File: src/rtl/pdc_pkg.sv
package pdc_pkg;

   typedef enum logic [2:0] {
      ST_RUN   = 3'd0,
      ST_ENTER = 3'd1,
      ST_SLEEP = 3'd2,
      ST_STBY  = 3'd3,
      ST_STAB  = 3'd4
   } pdc_state_e;

   typedef enum logic [1:0] {
      WK_IRQ    = 2'd0,
      WK_NMI    = 2'd1,
      WK_DMAERR = 2'd2,
      WK_RESET  = 2'd3
   } wake_code_e;

   function automatic wake_code_e pick_wake(input logic rst_i, input logic nmi_i,
                                            input logic derr_i);
      if (rst_i)       return WK_RESET;
      else if (nmi_i)  return WK_NMI;
      else if (derr_i) return WK_DMAERR;
      else             return WK_IRQ;
   endfunction

endpackage

File: src/rtl/pdc_stab_timer.sv
module pdc_stab_timer #(
   parameter int STAB_TICKS = 1024
) (
   input  logic clk,
   input  logic rst_n,
   input  logic load,
   input  logic tick,
   output logic done
);
   localparam int CW = $clog2(STAB_TICKS + 1);

   generate
      if (STAB_TICKS < 1) begin : g_bad_ticks
         $error("STAB_TICKS must be at least 1");
      end
   endgenerate

   logic [CW-1:0] cnt;
   logic          busy;

   assign done = busy && tick && (cnt == CW'(1));

   always_ff @(posedge clk or negedge rst_n) begin
      if (!rst_n) begin
         cnt  <= '0;
         busy <= 1'b0;
      end else if (load) begin
         cnt  <= CW'(STAB_TICKS);
         busy <= 1'b1;
      end else if (busy && tick) begin
         if (cnt == CW'(1)) begin
            busy <= 1'b0;
            cnt  <= '0;
         end else begin
            cnt <= cnt - CW'(1);
         end
      end
   end

   AST_STAB_NO_UNDERFLOW: assert property (@(posedge clk) disable iff (!rst_n)
      busy |-> (cnt != '0));

endmodule

File: src/rtl/pdc_mod_gate.sv
module pdc_mod_gate #(
   parameter bit KEEP_REGS = 1'b0
) (
   input  logic clk,
   input  logic rst_n,
   input  logic stop,
   input  logic per_en,
   output logic clk_en,
   output logic pin_rst,
   output logic reg_rst
);
   logic stop_q;

   assign clk_en = per_en & ~stop;

   always_ff @(posedge clk or negedge rst_n) begin
      if (!rst_n) begin
         stop_q  <= 1'b1;
         pin_rst <= 1'b0;
      end else begin
         stop_q  <= stop;
         pin_rst <= stop & ~stop_q;
      end
   end

   generate
      if (KEEP_REGS) begin : g_keep
         assign reg_rst = 1'b0;
      end else begin : g_init
         assign reg_rst = pin_rst;
      end
   endgenerate

   AST_PIN_RST_ONE: assert property (@(posedge clk) disable iff (!rst_n)
      pin_rst |=> !pin_rst);

   AST_PIN_RST_CAUSE: assert property (@(posedge clk) disable iff (!rst_n)
      pin_rst |-> stop_q);

endmodule

File: src/rtl/pdc_mode_fsm.sv
module pdc_mode_fsm
   import pdc_pkg::*;
#(
   parameter int ENTRY_CYC = 3
) (
   input  logic       clk,
   input  logic       rst_n,
   input  logic       sleep_req,
   input  logic       standby_sel,
   input  logic       dma_me_in,
   input  logic       irq,
   input  logic       nmi,
   input  logic       dma_addr_err,
   input  logic       sys_rst,
   input  logic       stab_done,
   output logic       stab_load,
   output logic       cpu_en,
   output logic       per_en,
   output logic       osc_en,
   output logic       in_stby,
   output logic       wake_vld,
   output logic [1:0] wake_code,
   output logic       stby_err
);
   localparam int EW = $clog2(ENTRY_CYC) + 1;

   generate
      if (ENTRY_CYC < 1) begin : g_bad_entry
         $error("ENTRY_CYC must be at least 1");
      end
   endgenerate

   pdc_state_e    state;
   logic [EW-1:0] ent_cnt;
   logic          go_stby;
   wake_code_e    pend_code;
   logic          sleep_wake;
   logic          stby_wake;

   assign sleep_wake = irq | nmi | dma_addr_err | sys_rst;
   assign stby_wake  = nmi | sys_rst;
   assign stab_load  = (state == ST_STBY) && stby_wake;

   assign cpu_en  = (state == ST_RUN) || (state == ST_ENTER);
   assign per_en  = cpu_en || (state == ST_SLEEP);
   assign osc_en  = (state != ST_STBY);
   assign in_stby = (state == ST_STBY);

   always_ff @(posedge clk or negedge rst_n) begin
      if (!rst_n) begin
         state     <= ST_RUN;
         ent_cnt   <= '0;
         go_stby   <= 1'b0;
         pend_code <= WK_IRQ;
         wake_vld  <= 1'b0;
         wake_code <= 2'd0;
         stby_err  <= 1'b0;
      end else begin
         wake_vld <= 1'b0;
         case (state)
            ST_RUN: begin
               if (sleep_req) begin
                  state    <= ST_ENTER;
                  ent_cnt  <= '0;
                  go_stby  <= standby_sel & ~dma_me_in;
                  stby_err <= standby_sel & dma_me_in;
               end
            end
            ST_ENTER: begin
               if (ent_cnt == EW'(ENTRY_CYC - 1)) begin
                  state <= go_stby ? ST_STBY : ST_SLEEP;
               end else begin
                  ent_cnt <= ent_cnt + EW'(1);
               end
            end
            ST_SLEEP: begin
               if (sleep_wake) begin
                  state     <= ST_RUN;
                  wake_vld  <= 1'b1;
                  wake_code <= pick_wake(sys_rst, nmi, dma_addr_err);
               end
            end
            ST_STBY: begin
               if (stby_wake) begin
                  state     <= ST_STAB;
                  pend_code <= sys_rst ? WK_RESET : WK_NMI;
               end
            end
            ST_STAB: begin
               if (stab_done) begin
                  state     <= ST_RUN;
                  wake_vld  <= 1'b1;
                  wake_code <= pend_code;
               end
            end
            default: state <= ST_RUN;
         endcase
      end
   end

   AST_ENTRY_KEEPS_CPU: assert property (@(posedge clk) disable iff (!rst_n)
      (state == ST_RUN && sleep_req) |=> cpu_en);

   AST_SLEEP_WAKES: assert property (@(posedge clk) disable iff (!rst_n)
      (state == ST_SLEEP && sleep_wake) |=> (wake_vld && state == ST_RUN));

   AST_STBY_HOLDS: assert property (@(posedge clk) disable iff (!rst_n)
      (state == ST_STBY && !stby_wake) |=> (state == ST_STBY && !wake_vld));

   AST_REFUSE_FLAG: assert property (@(posedge clk) disable iff (!rst_n)
      (state == ST_RUN && sleep_req && standby_sel && dma_me_in)
      |=> (stby_err && !go_stby));

   AST_WAKE_ONE_CYCLE: assert property (@(posedge clk) disable iff (!rst_n)
      wake_vld |=> !wake_vld);

endmodule

File: src/rtl/pdc_top.sv
module pdc_top
   import pdc_pkg::*;
#(
   parameter int          ENTRY_CYC  = 3,
   parameter int          STAB_TICKS = 1024,
   parameter int          NUM_MOD    = 5,
   parameter int          DMA_IDX    = 4,
   parameter logic [4:0]  KEEP_MASK  = 5'b10011
) (
   input  logic       clk,
   input  logic       rst_n,
   input  logic       ref_tick,
   input  logic       sleep_req,
   input  logic       standby_sel,
   input  logic       dma_me_in,
   input  logic [4:0] mstop,
   input  logic       irq,
   input  logic       nmi,
   input  logic       dma_addr_err,
   input  logic       sys_rst,
   output logic       cpu_clk_en,
   output logic       per_clk_en,
   output logic       osc_en,
   output logic [4:0] mod_clk_en,
   output logic [4:0] mod_pin_rst,
   output logic [4:0] mod_reg_rst,
   output logic       dma_me_clr,
   output logic       wake_vld,
   output logic [1:0] wake_code,
   output logic       stby_err,
   output logic       por_sel,
   output logic       mrst_sel
);
   generate
      if (NUM_MOD != 5) begin : g_bad_nmod
         $error("NUM_MOD must match the 5-bit module ports");
      end
      if (DMA_IDX < 0 || DMA_IDX >= NUM_MOD) begin : g_bad_dma
         $error("DMA_IDX out of range");
      end
   endgenerate

   logic stab_load;
   logic stab_done;
   logic in_stby;

   pdc_mode_fsm #(.ENTRY_CYC(ENTRY_CYC)) u_fsm (
      .clk          (clk),
      .rst_n        (rst_n),
      .sleep_req    (sleep_req),
      .standby_sel  (standby_sel),
      .dma_me_in    (dma_me_in),
      .irq          (irq),
      .nmi          (nmi),
      .dma_addr_err (dma_addr_err),
      .sys_rst      (sys_rst),
      .stab_done    (stab_done),
      .stab_load    (stab_load),
      .cpu_en       (cpu_clk_en),
      .per_en       (per_clk_en),
      .osc_en       (osc_en),
      .in_stby      (in_stby),
      .wake_vld     (wake_vld),
      .wake_code    (wake_code),
      .stby_err     (stby_err)
   );

   pdc_stab_timer #(.STAB_TICKS(STAB_TICKS)) u_stab (
      .clk   (clk),
      .rst_n (rst_n),
      .load  (stab_load),
      .tick  (ref_tick),
      .done  (stab_done)
   );

   for (genvar i = 0; i < NUM_MOD; i++) begin : g_mod
      pdc_mod_gate #(.KEEP_REGS(KEEP_MASK[i])) u_gate (
         .clk     (clk),
         .rst_n   (rst_n),
         .stop    (mstop[i]),
         .per_en  (per_clk_en),
         .clk_en  (mod_clk_en[i]),
         .pin_rst (mod_pin_rst[i]),
         .reg_rst (mod_reg_rst[i])
      );
   end

   assign dma_me_clr = mstop[DMA_IDX] | in_stby;
   assign por_sel    = sys_rst & nmi;
   assign mrst_sel   = sys_rst & ~nmi;

   AST_STBY_DMA_CLR: assert property (@(posedge clk) disable iff (!rst_n)
      (!osc_en) |-> dma_me_clr);

   AST_GATED_IN_STBY: assert property (@(posedge clk) disable iff (!rst_n)
      (!osc_en) |-> (mod_clk_en == '0 && !cpu_clk_en));

endmodule

File: config.mk
export PLATFORM = sky130hd
export DESIGN_NAME = pdc_top
export DESIGN_NICKNAME = d
export VERILOG_FILES = /design/src/rtl/pdc_pkg.sv /design/src/rtl/pdc_stab_timer.sv /design/src/rtl/pdc_mod_gate.sv /design/src/rtl/pdc_mode_fsm.sv /design/src/rtl/pdc_top.sv
export SDC_FILE = /design/constraint.sdc
export NUM_CORES = 1
export LEC_CHECK = 0
export BUFFER_PORTS_ARGS = -buffer_cell sky130_fd_sc_hd__buf_2
export CAP_MARGIN = 40
export CORE_MARGIN = 4
export CORE_UTILIZATION = 57
export CTS_CLUSTER_DIAMETER = 50
export DETAILED_ROUTE_END_ITERATION = 16
export PLACE_DENSITY = 0.89
export SYNTH_ARGS = -nofsm -noshare
export SYNTH_HDL_FRONTEND = slang
export SYNTH_SLANG_ARGS = --single-unit
File: constraint.sdc
create_clock -name clk -period 3.82 [get_ports clk]
set_input_delay 0.191 -clock clk [delete_from_list [all_inputs] [get_ports clk]]
set_output_delay 0.191 -clock clk [all_outputs]
set_load 0.02 [all_outputs]
==> results.json <==
{
  "critical_path.max_fanout": 12,
  "report.final.setup_viol": 0,
  "timing_max_transition_violations_final": 0,
  "run_status": "finished, final reports clean",
  "ff2ff_setup_slack_ns": 1.82,
  "port_buffers": 36,
  "place_inst": 227,
  "worst_setup_path_end_kind": "flop",
  "worst_hold_class": "primary input to flop",
  "hpwl_um": 2490,
  "cts_tree": "done",
  "post_synth.cell_area_avg_um2": 9.95,
  "layout_commonest_cell": "sky130_fd_sc_hd__buf_2",
  "rsz_0062_raised_after_global_routing": "no",
  "max_slew_margin_pct": 50.0,
  "layout.nets": 228,
  "worst_setup_path_category": "flop to flop",
  "antenna_cells_inserted": 0,
  "clock-skew-final_ns": 0.00804,
  "synth-async-reset-ratio_pct": 100,
  "grt-ovfl-total": 0,
  "worst_pin_slew_ns": 0.750,
  "drt.antenna.violating_nets": 0,
  "fraction_of_layout_instances_using_a_drive_strength_above_1_pct": 26.7,
  "design.die.area_um2": 4040,
  "grt_max_degree": 36,
  "fmaxAchievable_ghz": 0.499,
  "worst_skew_pair.late_latency_ns": 0.33,
  "worstReg2RegStart": "u_fsm.state[0]",
  "cts-buffers-inserted": 5,
  "total_routed_length_um": 3480,
  "aggregate_global_route_resource_usage_pct": 19.7,
  "gpl.final_weighted_congestion": 0.892,
  "layout_common_cells": "sky130_fd_sc_hd__buf_2, sky130_fd_sc_hd__dfrtp_1, sky130_fd_sc_hd__nor2_1, sky130_fd_sc_hd__o21ai_0",
  "area_growth_pct": 11.7,
  "core_region_area_um2": 2850,
  "grt_antenna_before_repair": 0,
  "worstSetupStartpointType": "flop",
  "timing.final.crit_share_pct": 52.4,
  "total_power_mw": 1.43,
  "worstPathRequired_ns": 4.06,
  "grt_pass1_wl_um": 6280,
  "setup_total_negative_slack_ns": 0,
  "yosysSeqAreaShare_pct": 50.1,
  "maxCapViolations": 0,
  "floorplan.initialDensity_pct": 61.7,
  "ys_ff_latch": 35,
  "synth_flop_cell": "sky130_fd_sc_hd__dfrtp_1",
  "dr.first_iter.drc_count": 58,
  "synth.yosys.warnings": 0,
  "worstRegToRegCells": 4,
  "fp.dieW_um": 63.6,
  "post_synth_num_cell_types": 39,
  "top_level_ports": 40,
  "drc": 0,
  "arrival_ns": 2.25,
  "crit_start": "u_fsm.state[0]",
  "worstHoldStart": "standby_sel",
  "synthesized_cell_area_um2": 1760,
  "first_pass_iters": 4,
  "cts.path.max_buffers": 2,
  "number_of_vias_in_the_routed_layout": 1395,
  "detail_route.wl_per_cell_um": 14.4,
  "cts.reportedPaths.clkPinSlew_ns": 0.10,
  "p_leak_nw": 0.932,
  "cts_sinks": 35,
  "clock_tree.htree_level_count": 2,
  "clock-root-buffer": "sky130_fd_sc_hd__clkbuf_4",
  "postSynthCellCount": 177,
  "worstHoldPathCells": 3,
  "finalCriticalPeriod_ns": 2.00,
  "power_density_nw_per_um2": 727,
  "resize_count_post_cts": 0,
  "grt_pass1_vias": 1388,
  "ir_worst_vdd_uv": 475,
  "hold_viol": 0,
  "chipHeight_um": 63.6,
  "post_layout_nonfiller_instances": 241,
  "vias_per_cell": 5.79,
  "placementRows": 19,
  "synth_enable_flop_cells": 0
}
[routing by layer]
metal | vias to the layer above | GRT usage (%) | part of all wire [%]
met3 | 9 | 5.68 | 6.7
met1 | 665 | 24.0 | 42
met4 | 0 | 7.82 | 2.0
met2 | 59 | 32.6 | 49
li1 | 662 | - | -
met5 | - | 0 | 0
[Yosys cell counts, types with 2 or more instances]
| cell type | n | area (µm²) |
|---|---|---|
| sky130_fd_sc_hd__o31ai_1 | 4 | 30.0 |
| sky130_fd_sc_hd__clkbuf_1 | 3 | 11.3 |
| sky130_fd_sc_hd__dfrtp_1 | 30 | 751 |
| sky130_fd_sc_hd__or3_4 | 2 | 22.5 |
| sky130_fd_sc_hd__nor2_1 | 17 | 63.8 |
| sky130_fd_sc_hd__dfstp_2 | 5 | 131 |
| sky130_fd_sc_hd__nor4_1 | 2 | 12.5 |
| sky130_fd_sc_hd__or3_1 | 3 | 18.8 |
| sky130_fd_sc_hd__or4_1 | 4 | 30.0 |
| sky130_fd_sc_hd__xor2_1 | 2 | 17.5 |
| sky130_fd_sc_hd__or2_2 | 2 | 12.5 |
| sky130_fd_sc_hd__nand2_1 | 10 | 37.5 |
| sky130_fd_sc_hd__nand3b_1 | 2 | 15.0 |
| sky130_fd_sc_hd__buf_4 | 15 | 113 |
| sky130_fd_sc_hd__inv_1 | 10 | 37.5 |
| sky130_fd_sc_hd__a21oi_1 | 10 | 50.1 |
| sky130_fd_sc_hd__or3_2 | 3 | 22.5 |
| sky130_fd_sc_hd__ha_1 | 4 | 50.1 |
| sky130_fd_sc_hd__nor2b_1 | 8 | 50.1 |
| sky130_fd_sc_hd__mux2_2 | 2 | 22.5 |
| sky130_fd_sc_hd__a22o_1 | 4 | 35.0 |
| sky130_fd_sc_hd__nand3_1 | 4 | 20.0 |
| sky130_fd_sc_hd__o21ai_0 | 11 | 55.1 |
| sky130_fd_sc_hd__mux2i_1 | 2 | 20.0 |
| sky130_fd_sc_hd__nand2b_1 | 3 | 18.8 |
| sky130_fd_sc_hd__and2_1 | 2 | 12.5 |
[what timing repair did]
item | CTS | global route
hold endpoints to repair | 35 | 0
hold buffers | 6 | 0
buffers inserted | 0 | 0
[report_power, final]
group	total (mW)	internal [mW]	switching, mW
registers	0.611	0.490	0.121
logic	0.633	0.257	0.376
clock network	0.187	0.0734	0.113
[registers in the layout, summed over array words and instances, names as in the netlist]
name,count
u_fsm.state,3
g_mod.u_gate.stop_q,5
u_stab.cnt,11
u_fsm.ent_cnt,3
g_mod.u_gate.pin_rst,5
u_fsm.stby_err,1
u_fsm.wake_code,2
u_fsm.pend_code,2
u_stab.busy,1
u_fsm.go_stby,1
u_fsm.wake_vld,1
[critical path, cell delays in order (launching register included)]
cell and delay [ns]:
sky130_fd_sc_hd__dfrtp_1 0.55, sky130_fd_sc_hd__and3b_1 0.40, sky130_fd_sc_hd__a21oi_1 0.25, sky130_fd_sc_hd__or4_1 0.55
sky130_fd_sc_hd__a21oi_1 0.17
[final timing paths]
kind | to
setup reg to reg | u_stab.cnt[9]
setup / recovery | u_stab.cnt[9]
hold reg to reg | u_fsm.pend_code[0]
min in group asynchronous | g_mod[3].u_gate.pin_rst
hold / removal | u_fsm.stby_err
max in group asynchronous | g_mod[0].u_gate.pin_rst
[cell type report]
class	count	area [µm²]
fill	206	886
tap	31	38.8
sequential	35	882
clock buffer	8	48.8
inverter	10	37.5
multi-input combinational	115	719
timing repair buffer	42	240
[metrics by stage]
| step | utilization, % | setup WS (ns) | cell area, µm² | hold WS [ns] |
|---|---|---|---|---|
| detailed placement | 65.1 | 1.87 | 1860 | 0.299 |
| global route | 68.9 | 1.69 | 1970 | 0.103 |
| CTS | 68.9 | 1.84 | 1970 | 0.0828 |
| floorplan | - | 2.03 | 1770 | -0.105 |
| finish | 68.9 | 1.82 | 1970 | 0.0984 |
| global placement | 65.1 | 1.98 | 1860 | 0.295 |
[cell families (layout without fill, tap and decap cells)]
group                    after synthesis  count (layout)  synth area share [%]
XOR/XNOR                               3               3                  1.49
buffers and inverters                 29              60                  9.45
other                                  1               3                 0.213
adder cells (fa/ha/maj)                4               4                  2.84
multiplexers                           4               4                  2.42
flip-flops                            35              35                  50.1
AO/OA/AOI/OAI                         35              35                  12.5
AND/OR/NAND/NOR                       66              66                  21.0
No activity file was read; power rests on OpenSTA's default activity.
